File: config.mk
export PLATFORM = sky130hd
export DESIGN_NAME = pll_ctrl
export DESIGN_NICKNAME = d
export VERILOG_FILES = /design/src/rtl/pll_ctrl_pkg.sv /design/src/rtl/pll_ctrl_refdiv.sv /design/src/rtl/pll_ctrl_lock.sv /design/src/rtl/pll_ctrl_usbdiv.sv /design/src/rtl/pll_ctrl.sv
export SDC_FILE = /design/constraint.sdc
export NUM_CORES = 1
export LEC_CHECK = 0
export BUFFER_PORTS_ARGS = -buffer_cell sky130_fd_sc_hd__buf_2
export CORE_AREA = 4 4 71 73
export CTS_CLUSTER_DIAMETER = 120
export DETAILED_ROUTE_END_ITERATION = 6
export DIE_AREA = 0 0 75 77
export PLACE_DENSITY = 0.84
export SLEW_MARGIN = 40
export SYNTH_ARGS = -nofsm -noshare
export SYNTH_HDL_FRONTEND = slang
export SYNTH_SLANG_ARGS = --single-unit
File: constraint.sdc
create_clock -name clk -period 3.3 [get_ports clk]
set_clock_uncertainty 0.15 [all_clocks]
set_input_delay 0 -clock clk [delete_from_list [all_inputs] [get_ports clk]]
set_output_delay 0 -clock clk [all_outputs]
set_load 0.01 [all_outputs]
File: src/rtl/pll_ctrl_pkg.sv
package pll_ctrl_pkg;
    localparam int WORD_W  = 32;
    localparam int DIV_W   = 8;
    localparam int LCK_W   = 6;
    localparam int RNG_W   = 2;
    localparam int MUL_W   = 11;
    localparam int USB_W   = 2;
    localparam int DIV_LSB = 0;
    localparam int LCK_LSB = 8;
    localparam int RNG_LSB = 14;
    localparam int MUL_LSB = 16;
    localparam int USB_LSB = 28;
    localparam int USB_CW  = 2;
    localparam logic [USB_W-1:0] USB_RSVD = '1;

    typedef struct packed {
        logic [USB_W-1:0] usb;
        logic [MUL_W-1:0] mul;
        logic [RNG_W-1:0] rng;
        logic [LCK_W-1:0] lck;
        logic [DIV_W-1:0] div;
    } cfg_t;

    function automatic cfg_t unpack_cfg(input logic [WORD_W-1:0] w);
        cfg_t c;
        c.div = w[DIV_LSB +: DIV_W];
        c.lck = w[LCK_LSB +: LCK_W];
        c.rng = w[RNG_LSB +: RNG_W];
        c.mul = w[MUL_LSB +: MUL_W];
        c.usb = w[USB_LSB +: USB_W];
        return c;
    endfunction

    function automatic logic [WORD_W-1:0] pack_cfg(input cfg_t c);
        logic [WORD_W-1:0] w;
        w = '0;
        w[DIV_LSB +: DIV_W] = c.div;
        w[LCK_LSB +: LCK_W] = c.lck;
        w[RNG_LSB +: RNG_W] = c.rng;
        w[MUL_LSB +: MUL_W] = c.mul;
        w[USB_LSB +: USB_W] = c.usb;
        return w;
    endfunction
endpackage

File: src/rtl/pll_ctrl_refdiv.sv
module pll_ctrl_refdiv #(
    parameter int DW = 8
) (
    input  logic          clk,
    input  logic          rst_n,
    input  logic          clr,
    input  logic [DW-1:0] div,
    input  logic          pulse,
    output logic          en
);
    typedef struct packed {
        logic [DW-1:0] cnt;
        logic          en;
    } st_t;

    st_t st_d, st_q;

    always_comb begin
        st_d    = st_q;
        st_d.en = 1'b0;
        if (clr || div == '0) begin
            st_d.cnt = '0;
        end else if (div == DW'(1)) begin
            st_d.cnt = '0;
            st_d.en  = pulse;
        end else if (pulse) begin
            if (st_q.cnt == div - DW'(1)) begin
                st_d.cnt = '0;
                st_d.en  = 1'b1;
            end else begin
                st_d.cnt = st_q.cnt + DW'(1);
            end
        end
    end

    always_ff @(posedge clk) begin
        if (!rst_n) st_q <= '0;
        else        st_q <= st_d;
    end

    assign en = st_q.en;
endmodule

File: src/rtl/pll_ctrl_lock.sv
module pll_ctrl_lock #(
    parameter int CW = 6
) (
    input  logic          clk,
    input  logic          rst_n,
    input  logic          load,
    input  logic [CW-1:0] load_val,
    input  logic          active,
    input  logic          tick,
    output logic          locked
);
    typedef struct packed {
        logic [CW-1:0] cnt;
        logic          locked;
    } st_t;

    st_t st_d, st_q;

    always_comb begin
        st_d = st_q;
        if (load) begin
            st_d.cnt    = load_val;
            st_d.locked = 1'b0;
        end else if (!active) begin
            st_d.locked = 1'b0;
        end else if (!st_q.locked && tick) begin
            if (st_q.cnt == '0) st_d.locked = 1'b1;
            else                st_d.cnt    = st_q.cnt - CW'(1);
        end
    end

    always_ff @(posedge clk) begin
        if (!rst_n) st_q <= '0;
        else        st_q <= st_d;
    end

    assign locked = st_q.locked;
endmodule

File: src/rtl/pll_ctrl_usbdiv.sv
module pll_ctrl_usbdiv #(
    parameter int SW = 2,
    parameter int CW = 2
) (
    input  logic          clk,
    input  logic          rst_n,
    input  logic          run,
    input  logic [SW-1:0] sel,
    input  logic          pulse,
    output logic          en
);
    typedef struct packed {
        logic [CW-1:0] cnt;
        logic          en;
    } st_t;

    st_t st_d, st_q;
    logic [CW-1:0] last;

    always_comb begin
        case (sel)
            SW'(1):  last = CW'(1);
            SW'(2):  last = CW'(3);
            default: last = '0;
        endcase
    end

    always_comb begin
        st_d    = st_q;
        st_d.en = 1'b0;
        if (!run) begin
            st_d.cnt = '0;
        end else if (pulse) begin
            if (st_q.cnt == last) begin
                st_d.cnt = '0;
                st_d.en  = 1'b1;
            end else begin
                st_d.cnt = st_q.cnt + CW'(1);
            end
        end
    end

    always_ff @(posedge clk) begin
        if (!rst_n) st_q <= '0;
        else        st_q <= st_d;
    end

    assign en = st_q.en;
endmodule

File: src/rtl/pll_ctrl.sv
module pll_ctrl
    import pll_ctrl_pkg::*;
(
    input  logic              clk,
    input  logic              rst_n,
    input  logic              cfg_we,
    input  logic [WORD_W-1:0] cfg_wdata,
    output logic [WORD_W-1:0] cfg_rdata,
    input  logic              slow_tick,
    input  logic              ref_pulse,
    input  logic              pll_pulse,
    output logic              ref_en,
    output logic              usb_en,
    output logic              lock_o,
    output logic              cfg_err
);
    typedef struct packed {
        cfg_t cfg;
        logic err;
    } top_t;

    top_t top_d, top_q;
    cfg_t wr_cfg;

    assign wr_cfg = unpack_cfg(cfg_wdata);

    always_comb begin
        top_d = top_q;
        if (cfg_we) begin
            top_d.cfg = wr_cfg;
            if (wr_cfg.usb == USB_RSVD) top_d.err = 1'b1;
        end
    end

    always_ff @(posedge clk) begin
        if (!rst_n) top_q <= '0;
        else        top_q <= top_d;
    end

    pll_ctrl_refdiv #(.DW(DIV_W)) u_refdiv (
        .clk   (clk),
        .rst_n (rst_n),
        .clr   (cfg_we),
        .div   (top_q.cfg.div),
        .pulse (ref_pulse),
        .en    (ref_en)
    );

    pll_ctrl_lock #(.CW(LCK_W)) u_lock (
        .clk      (clk),
        .rst_n    (rst_n),
        .load     (cfg_we),
        .load_val (wr_cfg.lck),
        .active   (top_q.cfg.mul != '0),
        .tick     (slow_tick),
        .locked   (lock_o)
    );

    pll_ctrl_usbdiv #(.SW(USB_W), .CW(USB_CW)) u_usbdiv (
        .clk   (clk),
        .rst_n (rst_n),
        .run   (lock_o && !cfg_we),
        .sel   (top_q.cfg.usb),
        .pulse (pll_pulse),
        .en    (usb_en)
    );

    assign cfg_rdata = pack_cfg(top_q.cfg);
    assign cfg_err   = top_q.err;
endmodule

==> metrics.md <==
| Metric | Value |
|---|---|
| Number of distinct library cells after synthesis | `47` |
| Max cap viols | `0` |
| Post-synth EDFFs | `0` |
| Int Pwr | `898 uW` |
| Lkg Pwr | `0.00146 uW` |
| H-tree depth | `2` |
| CTS Buf Count | `5` |
| Via Count | `roughly 2,300` |
| P per Cell Area | `396 nW/um^2` |
| Post-synth top area share | `0.411` |
| Synthesized area | `2390 um^2` |
| # rows | `24` |
| First-pass DRT Iterations | `4` |
| CTS resizes | `0` |
| GRT overflow | `0` |
| Outcome | `completed` |
| Yosys top cell by area | `dfxtp_1` |
| CP Capture Type | `register` |
| Gate power share | `0.205` |
| CP arrival | `2.55 ns` |
| Setup bufs post-CTS | `0` |
| Sequential share of power | `0.518` |
| Syn Inst Count | `262` |
| Worst hold path type | `input pin to register` |
| CTS sink cnt | `49` |
| Clock tree from TritonCTS | `yes` |
| Hold Slack | `0.128 ns` |
| Post-layout nets | `405` |
| Unrepaired setup endpoints after global routing | `no` |
| DR WL/cell | `14.8 um` |
| Met3 wire length | `394 um` |
| Vias in the first global route | `2,265` |
| Design Power | `1260 uW` |
| Clock latency on the worst-skew pair | `0.30 ns` |
| Final WL | `6.11 mm` |
| Final period util | `0.759` |
| Sequential fraction of the synthesis area | `0.411` |
| Die Wd | `75 um` |
| Antenna Cells | `0` |
| Worst slew pin tran | `0.596 ns` |
| Fin. Hold Viols | `0` |
| Met2 wire length | `3.04 mm` |
| DR iter-0 viols | `108` |
| Initial antenna violation count | `0` |
| Detail Route Antenna Nets | `0` |
| Layout cell share with drive strength beyond 1 | `0.229` |
| Worst rel slew slack | `0.602` |
| CTS Buffer Depth | `2` |
| Final Wtd Congestion | `~0.84` |
| Yosys Warn Count | `0` |
| Mean Syn Cell Area | `9.12 um^2` |
| CP Max Fanout | `4` |
| Gr usage total | `0.222` |
| Clk pin slew, worst setup/hold paths | `0.09 ns` |
| First-pass GRT wire length | `roughly 10 mm` |
| Synth area leaders | `dfxtp_1 41%, mux2i_1 11%, nor2_1 5.7%, xor2_1 3.3%, ha_1 3.1%` |
| Tmin final | `2.50 ns` |
| Vias per Instance | `5.52` |
| FMAX | `0.399 GHz` |
| Setup TNS | `0 ns` |
| Clock power frac | `0.276` |
| Sw Ratio | `0.286` |
| Die Footprint | `5780 um^2` |
| Pin count of the biggest net entering global routing | `between 40 and 50` |
| Peak VDD IR | `0.000386 V` |
| Final setup violation count | `0` |
| DP HPWL | `3.95 mm` |
| Highest routed layer | `met4` |
| Root Driver | `clkbuf_8` |
| M1 WL | `2.49 mm` |
| Async set-reset flop share out of synthesis | `0` |
| # IOs | `74` |
| Post-route DRC violation count | `0` |
| Startpoint Class | `register` |
| Kind of critical path | `register to register` |
| Starting Density | `0.549` |
| Core area | `4350 um^2` |
| Buffers on Ports | `between 60 and 70` |
| CTS Hold Bufs | `34` |
| Die Y | `77 um` |
| Register bit count reported by yosys | `49` |
| Area grow syn2layout | `32.8%` |
| Sw Pwr | `360 uW` |
| Slew Viols, Final | `0` |
| CP required | `between 3 and 4 ns` |
| Top FF cell, synth | `dfxtp_1` |
## critical path, stage by stage (launching register included)
cell,delay [ns]
dfxtp_1,0.34
inv_1,0.06
ha_1,0.16
or3b_1,0.40
o311a_1,0.35
nand3_1,0.11
xnor2_1,0.07
o211a_1,0.20
dlygate4sd3_1,0.55
## power by group through the flow
stage / Sequential [uW] / Clock, uW / Combinational, uW
CTS: 651 / 349 / 254
global placement: 663 / 0 / 215
global route: 656 / 376 / 288
finish: 652 / 347 / 258
floorplan: 668 / 0 / 145
detailed placement: 664 / 0 / 222
## path summary, 6_finish.rpt
path,start,end,slack (ns),cells past startpoint
hold / removal,cfg_we,cfg_rdata[8],0.13,3
setup / recovery,u_lock.st_q[1],u_lock.st_q[3],0.80,8
setup reg to reg,u_lock.st_q[1],u_lock.st_q[3],0.80,8
hold reg to reg,cfg_rdata[12],cfg_rdata[12],0.32,2
## flip-flops by register name, summed over array words and instances (netlist names)
signal,cells
cfg_err,1
cfg_rdata,29
u_lock.locked,1
u_lock.st_q,6
u_refdiv.en,1
u_refdiv.st_q,8
u_usbdiv.en,1
u_usbdiv.st_q,2
## synthesized netlist by cell type (3+ instances only)
master / n
a211oi_1: 6
a21oi_1: 13
and3_1: 3
buf_2: 3
buf_4: 3
clkbuf_1: 6
dfxtp_1: 49
ha_1: 6
inv_1: 8
mux2i_1: 27
nand2_1: 14
nand2b_1: 10
nand3_1: 4
nand3b_1: 4
nand4_1: 5
nor2_1: 36
nor3_1: 5
nor4_1: 5
o21ai_0: 3
o311ai_1: 3
xnor2_1: 8
xor2_1: 9
## placed cells by master (no fill, tap or decap), types with 4 or more instances in the layout
cell / count
a211oi_1: 6
a21oi_1: 13
buf_2: 66
clkbuf_8: 5
dfxtp_1: 49
dlygate4sd3_1: 34
ha_1: 6
inv_1: 8
mux2i_1: 27
nand2_1: 14
nand2b_1: 10
nand3_1: 4
nand3b_1: 4
nand4_1: 5
nor2_1: 36
nor3_1: 5
nor4_1: 5
xnor2_1: 8
xor2_1: 9
## cell families after synthesis
family	synth area share
XOR/XNOR	0.0623
other	0.00157
AND/OR/NAND/NOR	0.218
multiplexers	0.113
AO/OA/AOI/OAI	0.123
flip-flops	0.411
buffers and inverters	0.0393
adder cells (fa/ha/maj)	0.0314
## through the flow
step                std cells  worst slack, ns  area, um^2  utilization
floorplan                 264             1.21        2400            -
global placement          372             1.07        2740        0.630
detailed placement        372            0.996        2750        0.631
CTS                       414            0.807        3170        0.729
global route              414            0.656        3170        0.729
finish                    414            0.796        3170        0.729
## area by class of cell
class / count / area [um^2]
fill: 301 / 1180
clock inverter: 3 / 17.5
timing repair buffer: 102 / 686
multi-input combinational: 194 / 1320
sequential: 49 / 981
tap: 52 / 65.1
inverter: 9 / 33.8
clock buffer: 5 / 68.8
## per-layer routing
layer	vias to the layer above	global-route usage
li1	1117	-
met1	1077	0.261
met2	75	0.368
met3	18	0.0641
met4	0	0.0890
met5	-	0
Note: power is estimated with default switching activity, not from simulation.
